===== src/rtl/ptw_pkg.sv =====
package ptw_pkg;

    localparam int XLEN       = 32;
    localparam int PG_SHIFT   = 12;
    localparam int IDX_W      = 10;
    localparam int PTE_BYTES  = 4;
    localparam int PPN_LSB    = 10;
    localparam int MAX_LEVELS = 2;

    localparam int PTE_W  = PTE_BYTES * 8;
    localparam int PTE_SH = $clog2(PTE_BYTES);
    localparam int PPN_W  = PTE_W - PPN_LSB;
    localparam int PA_W   = PPN_W + PG_SHIFT;
    localparam int VPN_W  = XLEN - PG_SHIFT;
    localparam int LVL_W  = $clog2(MAX_LEVELS + 1);

    // entry flag positions
    localparam int B_V = 0;
    localparam int B_R = 1;
    localparam int B_W = 2;
    localparam int B_X = 3;
    localparam int B_U = 4;
    localparam int B_A = 6;
    localparam int B_D = 7;

    typedef enum logic [1:0] {
        ACC_FETCH = 2'd0,
        ACC_LOAD  = 2'd1,
        ACC_STORE = 2'd2
    } acc_e;

    localparam logic [1:0] PRIV_SUPER = 2'd1;

    typedef enum logic [2:0] {
        FLT_NONE     = 3'd0,
        FLT_FETCH_PF = 3'd1,
        FLT_LOAD_PF  = 3'd2,
        FLT_STORE_PF = 3'd3,
        FLT_ACCESS   = 3'd4
    } fault_e;

    typedef enum logic [1:0] {
        S_IDLE,
        S_ISSUE,
        S_WAIT,
        S_DONE
    } walk_state_e;

    typedef struct packed {
        logic [XLEN-1:0] vaddr;
        acc_e            acc;
        logic            supervisor;
        logic            sum;
        logic            mxr;
    } walk_req_t;

    function automatic fault_e page_fault_for(acc_e a);
        case (a)
            ACC_FETCH: return FLT_FETCH_PF;
            ACC_STORE: return FLT_STORE_PF;
            default:   return FLT_LOAD_PF;
        endcase
    endfunction

    function automatic logic is_pointer(logic [PTE_W-1:0] pte);
        return pte[B_V] && !pte[B_R] && !pte[B_W] && !pte[B_X];
    endfunction

    function automatic logic [PPN_W-1:0] low_mask(logic [LVL_W-1:0] lvl);
        logic [PPN_W-1:0] m;
        for (int i = 0; i < PPN_W; i++) begin
            m[i] = (i < int'(lvl) * IDX_W);
        end
        return m;
    endfunction

endpackage


===== src/rtl/ptw_va_check.sv =====
module ptw_va_check
    import ptw_pkg::*;
(
    input  logic [XLEN-1:0]  vaddr,
    input  logic [LVL_W-1:0] levels,
    input  logic [LVL_W-1:0] cur_level,
    output logic             canonical,
    output logic [IDX_W-1:0] index
);
    localparam int NSEL = 1 << LVL_W;

    logic [NSEL-1:0] ok_per_level;

    assign ok_per_level[0] = 1'b1;

    generate
        for (genvar l = 1; l < NSEL; l++) begin : g_lvl
            if (l <= MAX_LEVELS) begin : g_valid
                localparam int TOP = PG_SHIFT + l * IDX_W - 1;
                logic [XLEN-1-TOP:0] upper;
                assign upper = vaddr[XLEN-1:TOP];
                assign ok_per_level[l] = (upper == '0) || (&upper);
            end else begin : g_over
                assign ok_per_level[l] = 1'b0;
            end
        end
    endgenerate

    assign canonical = ok_per_level[levels];
    assign index     = vaddr[PG_SHIFT + int'(cur_level) * IDX_W +: IDX_W];

endmodule


===== src/rtl/ptw_leaf_check.sv =====
module ptw_leaf_check
    import ptw_pkg::*;
(
    input  logic             clk,
    input  logic             rst,
    input  logic             eval,
    input  logic [PTE_W-1:0] pte,
    input  acc_e             acc,
    input  logic             supervisor,
    input  logic             sum,
    input  logic             mxr,
    input  logic [LVL_W-1:0] level,
    output logic             leaf_ok
);
    logic             v, r, w, x, u, a, d;
    logic [PPN_W-1:0] ppn;
    logic             priv_bad, enc_bad, perm_bad, align_bad, ad_bad;

    assign v   = pte[B_V];
    assign r   = pte[B_R];
    assign w   = pte[B_W];
    assign x   = pte[B_X];
    assign u   = pte[B_U];
    assign a   = pte[B_A];
    assign d   = pte[B_D];
    assign ppn = pte[PTE_W-1:PPN_LSB];

    assign priv_bad  = u ? (supervisor && !sum) : !supervisor;
    assign enc_bad   = !v || (w && !r);
    assign align_bad = |(ppn & low_mask(level));
    assign ad_bad    = !a || ((acc == ACC_STORE) && !d);

    always_comb begin
        case (acc)
            ACC_FETCH: perm_bad = !x;
            ACC_LOAD:  perm_bad = !(r || (mxr && x));
            ACC_STORE: perm_bad = !(r && w);
            default:   perm_bad = 1'b1;
        endcase
    end

    assign leaf_ok = !(priv_bad || enc_bad || perm_bad || align_bad || ad_bad);

    // an accepted leaf always has A, and D too for a store
    assert_ad_present_R10: assert property (@(posedge clk) disable iff (rst)
        (eval && leaf_ok) |-> (pte[B_A] && (acc != ACC_STORE || pte[B_D])));

    // an accepted superpage leaf is aligned
    assert_superpage_aligned_R9: assert property (@(posedge clk) disable iff (rst)
        (eval && leaf_ok && level != '0) |-> (pte[PPN_LSB + IDX_W - 1:PPN_LSB] == '0));

    // an accepted store has both read and write permission
    assert_store_rw_R8: assert property (@(posedge clk) disable iff (rst)
        (eval && leaf_ok && acc == ACC_STORE) |-> (pte[B_R] && pte[B_W]));

endmodule


===== src/rtl/ptw_pa_build.sv =====
module ptw_pa_build
    import ptw_pkg::*;
(
    input  logic [PTE_W-1:0] pte,
    input  logic [XLEN-1:0]  vaddr,
    input  logic [LVL_W-1:0] level,
    output logic [PA_W-1:0]  paddr
);
    logic [PPN_W-1:0] leaf_ppn;
    logic [PPN_W-1:0] vpn_ext;
    logic [PPN_W-1:0] merged;

    assign leaf_ppn = pte[PTE_W-1:PPN_LSB];
    assign vpn_ext  = PPN_W'(vaddr[XLEN-1:PG_SHIFT]);
    assign merged   = leaf_ppn | (vpn_ext & low_mask(level));
    assign paddr    = {merged, vaddr[PG_SHIFT-1:0]};

endmodule


===== src/rtl/pt_walker.sv =====
module pt_walker
    import ptw_pkg::*;
(
    input  logic              clk,
    input  logic              rst,
    input  logic              req_valid,
    output logic              req_ready,
    input  logic [XLEN-1:0]   req_vaddr,
    input  logic [1:0]        req_acc,
    input  logic [1:0]        req_priv,
    input  logic              req_sum,
    input  logic              req_mxr,
    input  logic [LVL_W-1:0]  cfg_levels,
    input  logic [PA_W-1:0]   cfg_root_base,
    output logic              mem_req_valid,
    output logic [PA_W-1:0]   mem_req_addr,
    input  logic              mem_resp_valid,
    input  logic [PTE_W-1:0]  mem_resp_data,
    input  logic              mem_resp_err,
    output logic              done_valid,
    output logic [PA_W-1:0]   done_paddr,
    output logic [2:0]        done_fault
);
    walk_state_e      state_q;
    walk_req_t        req_q;
    logic [LVL_W-1:0] level_q;
    logic [PA_W-1:0]  base_q;
    logic [PA_W-1:0]  paddr_q;
    fault_e           fault_q;

    logic             idle;
    logic             accept;
    logic             resp_here;
    logic [XLEN-1:0]  chk_vaddr;
    logic             canonical;
    logic [IDX_W-1:0] index;
    logic             leaf_ok;
    logic [PA_W-1:0]  leaf_paddr;
    acc_e             in_acc;

    assign idle      = (state_q == S_IDLE);
    assign accept    = idle && req_valid;
    assign resp_here = (state_q == S_WAIT) && mem_resp_valid;
    assign chk_vaddr = idle ? req_vaddr : req_q.vaddr;
    assign in_acc    = acc_e'(req_acc);

    ptw_va_check u_va (
        .vaddr     (chk_vaddr),
        .levels    (cfg_levels),
        .cur_level (level_q),
        .canonical (canonical),
        .index     (index)
    );

    ptw_leaf_check u_leaf (
        .clk        (clk),
        .rst        (rst),
        .eval       (resp_here && !mem_resp_err && !is_pointer(mem_resp_data)),
        .pte        (mem_resp_data),
        .acc        (req_q.acc),
        .supervisor (req_q.supervisor),
        .sum        (req_q.sum),
        .mxr        (req_q.mxr),
        .level      (level_q),
        .leaf_ok    (leaf_ok)
    );

    ptw_pa_build u_pa (
        .pte   (mem_resp_data),
        .vaddr (req_q.vaddr),
        .level (level_q),
        .paddr (leaf_paddr)
    );

    always_ff @(posedge clk) begin
        if (rst) begin
            state_q <= S_IDLE;
            req_q   <= '0;
            level_q <= '0;
            base_q  <= '0;
            paddr_q <= '0;
            fault_q <= FLT_NONE;
        end else begin
            case (state_q)
                S_IDLE: begin
                    if (accept) begin
                        req_q.vaddr      <= req_vaddr;
                        req_q.acc        <= in_acc;
                        req_q.supervisor <= (req_priv == PRIV_SUPER);
                        req_q.sum        <= req_sum;
                        req_q.mxr        <= req_mxr;
                        level_q          <= cfg_levels - 1'b1;
                        base_q           <= cfg_root_base;
                        if (cfg_levels == '0) begin
                            paddr_q <= PA_W'(req_vaddr);
                            fault_q <= FLT_NONE;
                            state_q <= S_DONE;
                        end else if (!canonical) begin
                            paddr_q <= '0;
                            fault_q <= page_fault_for(in_acc);
                            state_q <= S_DONE;
                        end else begin
                            state_q <= S_ISSUE;
                        end
                    end
                end
                S_ISSUE: state_q <= S_WAIT;
                S_WAIT: begin
                    if (mem_resp_valid) begin
                        if (mem_resp_err) begin
                            paddr_q <= '0;
                            fault_q <= FLT_ACCESS;
                            state_q <= S_DONE;
                        end else if (is_pointer(mem_resp_data)) begin
                            if (level_q == '0) begin
                                paddr_q <= '0;
                                fault_q <= page_fault_for(req_q.acc);
                                state_q <= S_DONE;
                            end else begin
                                base_q  <= {mem_resp_data[PTE_W-1:PPN_LSB], {PG_SHIFT{1'b0}}};
                                level_q <= level_q - 1'b1;
                                state_q <= S_ISSUE;
                            end
                        end else if (leaf_ok) begin
                            paddr_q <= leaf_paddr;
                            fault_q <= FLT_NONE;
                            state_q <= S_DONE;
                        end else begin
                            paddr_q <= '0;
                            fault_q <= page_fault_for(req_q.acc);
                            state_q <= S_DONE;
                        end
                    end
                end
                default: state_q <= S_IDLE;
            endcase
        end
    end

    assign req_ready     = idle;
    assign mem_req_valid = (state_q == S_ISSUE);
    assign mem_req_addr  = base_q + (PA_W'(index) << PTE_SH);
    assign done_valid    = (state_q == S_DONE);
    assign done_paddr    = paddr_q;
    assign done_fault    = fault_q;

    // one read request per pulse
    assert_mem_req_pulse_R13: assert property (@(posedge clk) disable iff (rst)
        mem_req_valid |=> !mem_req_valid);

    // result is a single-cycle pulse and the walker is then idle
    assert_done_pulse_R13: assert property (@(posedge clk) disable iff (rst)
        done_valid |=> (!done_valid && req_ready));

    // an error response turns into an access fault on the next cycle
    assert_err_to_access_R4: assert property (@(posedge clk) disable iff (rst)
        resp_here && mem_resp_err |=> (done_valid && done_fault == FLT_ACCESS));

    // a faulting result carries a zero address
    assert_fault_zero_addr_R12: assert property (@(posedge clk) disable iff (rst)
        (done_valid && done_fault != FLT_NONE) |-> (done_paddr == '0));

endmodule


===== config.mk =====
export PLATFORM = sky130hd
export DESIGN_NAME = pt_walker
export DESIGN_NICKNAME = d
export VERILOG_FILES = /design/src/rtl/ptw_pkg.sv /design/src/rtl/ptw_va_check.sv /design/src/rtl/ptw_leaf_check.sv /design/src/rtl/ptw_pa_build.sv /design/src/rtl/pt_walker.sv
export SDC_FILE = /design/constraint.sdc
export NUM_CORES = 1
export LEC_CHECK = 0
export BUFFER_PORTS_ARGS = -buffer_cell sky130_fd_sc_hd__buf_2
export CORE_MARGIN = 2
export CORE_UTILIZATION = 58
export CTS_CLUSTER_SIZE = 14
export DETAILED_ROUTE_END_ITERATION = 10
export PLACE_DENSITY = 0.86
export RECOVER_POWER = 100
export SLEW_MARGIN = 20
export SYNTH_ARGS = -nofsm -noshare
export SYNTH_HDL_FRONTEND = slang
export SYNTH_SLANG_ARGS = --single-unit

===== constraint.sdc =====
create_clock -name clk -period 13.9 [get_ports clk]
set_clock_uncertainty 0.15 [all_clocks]
set_input_delay 0.695 -clock clk [delete_from_list [all_inputs] [get_ports clk]]
set_output_delay 0.695 -clock clk [all_outputs]
set_load 0.01 [all_outputs]

==> results.cfg <==
[grt]
grt_remaining_overflow = 0
grt.busiest_layer = met2
grt_max_degree = 77
first_global_vias = 6709
antenna_found_initial = 1
grt_pass1_wl_um = 34710
grt_use_met2_pct = 53.06
use_met1_pct = 45.46
grt_use_total_pct = 33.47
met3_usage_pct = 7.636

[logic_synthesis]
syn-cell-area_mm2 = 0.007264
ys_warn_count = 0
avgSynthCellArea_um2 = 8.506
synth_area_leader_cell = dfxtp_1
synth.area.top_cells = dfxtp_1, mux4_2, nand2_1
synth_ff_type = dfxtp_1
synth-edff-count = 0
ys_types = 63
synthesis.nets = 982
ys_ff_latch = 112
synth_top_cell_area_share_pct = 30.86
yosysSeqAreaShare_pct = 30.86
synthCells = 854
ys_async_sr_fraction_pct = 0

[timing]
fin_crit_sh_pct = 52.50
worst_pin_slew_ns = 3.391
rsz0062_at_grt = no
setup_viol = 0
relSlewSlack_pct = -126.1
final_max_slew_viol_count = 239
finalSetupTns_ns = 0
max_freq_mhz = 137.0
fin_crit_ns = 7.297
finalHoldViolations = 0

[pwr]
p_comb_share_pct = 38.6
power_switching_uw = 407.9
irDropWorstVdd_mv = 0.07628
swShare_pct = 38.25
pwr-share-clk_pct = 24.5
p_int_uw = 658.6
powerDensity_mw_per_mm2 = 130.0
p_leak_nw = 3.160
power_frac_seq_pct = 36.9

[floorplan]
coreArea_mm2 = 0.01211
rows = 40
die-area_mm2 = 0.01344
start_util_pct = 59.98
die_h_um = 115.9
ios = 185
die_w_um = 115.9

[drt]
totalWireLength_um = 22850
vias = 7617
ant_nets = 0
vias_per_cell = 6.533
drtIter0Drc = 876
dr.pass1.iters = 6
routedWlPerCell_um = 19.60
drc_errors = 0

[clocking]
cts-resized-gates = 0
clkLatencyLatePin_ns = 0.37
cts_buffers = 9
clockBufferDepth = 2
cts.sinks = 112
holdBufCountCts = 0
cts_tree = yes
htree_num_levels = 3
cts_setup_buffers = 0
clock-root-buffer = clkbuf_16
clk_pin_slew_ns = 0.08

[min_path]
min_path_type = flop to flop
hp-start = req_q[1]
min_to = req_q[1]
holdPathStages = 2

[setup_path]
cp_slowest_cell = clkbuf_1
startpoint = state_q[0]
critPathCaptureType = primary output
worstPathArrival_ns = 6.45
start_kind = flop
cp_num_buf_inv = 3
r2r_start = state_q[0]
r2r_slack_ns = 6.78
crit_family = buffers and inverters
worstPathMaxFanout = 31
worst_r2r_endpoint = done_paddr[22]
crit_chain = nor2_1, clkbuf_1, mux4_2, mux4_2, nand2_1, o221ai_1, ha_1, inv_1, fa_1, nor2b_1, o31a_1, a41oi_1, a21o_1, nor3b_1, xor2_1, clkbuf_1
r2r_cells = 8
path_class = flop to primary output
cp.required_ns = 13.06
critPathMaxStageDelay_ns = 1.68
cp.depth = 16

[final_layout]
areaGrowthSynthToFinish_pct = 12.90
nets = 1119
drive_gt1_share_pct = 18.07
stdcell_count = 1166

[run_status]
status = finished, violations left
violations = max-capacitance violations, max-slew violations

[place]
io_buffers = 181
gp_congestion = 0.9931
dp_hpwl_um = 16450
place_inst = 1147

[job]
max_cap_violations = 5
[power by group through the flow]
| stage | clock (mW) | sequential, mW | combinational [mW] |
|---|---|---|---|
| 2_1_floorplan | 0 | 0.394 | 0.302 |
| 3_3_place_gp | 0 | 0.398 | 0.416 |
| 3_5_place_dp | 0 | 0.399 | 0.424 |
| 4_1_cts | 0.265 | 0.392 | 0.427 |
| 5_1_grt | 0.280 | 0.398 | 0.449 |
| 6_report | 0.261 | 0.394 | 0.411 |
[worst register-to-register path: cells and delay by family, from the launching register on]
family	cells	cell delay, ns
buf+inv	2	3.01
simple gates	2	1.76
mux	2	0.84
compound gates	2	0.77
flops	1	0.44
[cell families after synthesis]
logic type | count (synthesis) | share of synthesized area, %
xor+xnor | 29 | 3.496
simple gates | 337 | 20.34
fa+ha+maj | 17 | 3.031
mux | 48 | 12.02
flops | 112 | 30.86
buf+inv | 78 | 4.840
compound gates | 233 | 25.41
[cell type report]
type                    count  area [um^2]
flip-flops and latches    112         2242
well taps                 168        210.2
repair buffers            193        897.1
multi-input cells         664         4508
fillers                  1073         3910
clock buffers              10        239.0
inverters                  11        41.29
diodes                      2        5.005
clock inverters             6        58.81
[sequential cells by signal, indices dropped and copies added (netlist names)]
register and cells:
level_q 2, req_q 37, state_q 2, base_q 34
done_paddr 34, done_fault 3
[synth_stat cells (all sizes together), types with 2 or more instances]
master	number
nand2	147
dfxtp	112
nor2	104
a21oi	75
clkbuf	48
a221oi	38
mux4	31
a22oi	26
a311oi	23
a2bb2oi	20
buf	19
nand3	19
xnor2	17
ha	16
o21ai	15
mux2i	13
nor3	12
xor2	12
inv	9
nand4	9
nor4	8
nand2b	7
nor2b	7
a21o	5
mux2	4
nand3b	4
o211ai	4
or2	4
or3	4
a211o	3
nor4b	3
o21bai	3
o221ai	3
o22ai	3
a211oi	2
a221o	2
and2	2
clkinv	2
nor3b	2
o21a	2
or3b	2
[worst max path at each step]
stage	endpoint	slack [ns]
6_report	mem_req_addr[20]	6.60
5_1_grt	mem_req_addr[22]	6.02
4_1_cts	mem_req_addr[15]	7.28
3_5_place_dp	mem_req_addr[15]	7.71
3_3_place_gp	mem_req_addr[15]	7.76
2_1_floorplan	mem_req_addr[20]	8.90
[layout by cell type (no fill, tap or decap), types with 4 or more instances in the layout]
cell type	count
nand2_1	147
dfxtp_1	112
buf_2	108
nor2_1	104
clkbuf_1	76
a21oi_1	75
a221oi_1	37
mux4_2	31
a22oi_1	26
a311oi_1	23
a2bb2oi_1	20
nand3_1	19
xnor2_1	17
ha_1	16
o21ai_0	15
mux2i_1	13
xor2_1	12
nor3_1	10
inv_1	9
nand4_1	9
clkbuf_16	9
nor4_1	8
buf_4	8
nand2b_1	7
nor2b_1	6
a21o_1	5
nand3b_1	4
mux2_2	4
or2_2	4
or3_1	4
[stage by stage]
step           instance area (um^2)  setup slack (ns)  total power, mW  hold slack (ns)  utilization [%]
6_report                       8202             6.603            1.067           0.3037            67.72
3_3_place_gp                   8185             7.763           0.8135           0.2886            67.58
4_1_cts                        8483             7.280            1.083           0.3023            70.04
2_1_floorplan                  7264             8.896           0.6957           0.2811                -
3_5_place_dp                   8185             7.705           0.8223           0.2923            67.58
5_1_grt                        8199             6.015            1.126           0.3131            67.70
[metal layers]
metal,routed length (um),vias up
li1,-,3431
met2,10440,540
met4,789,0
met3,2612,72
met5,0,-
met1,9016,3574
(Power assumes the default switching activity.)
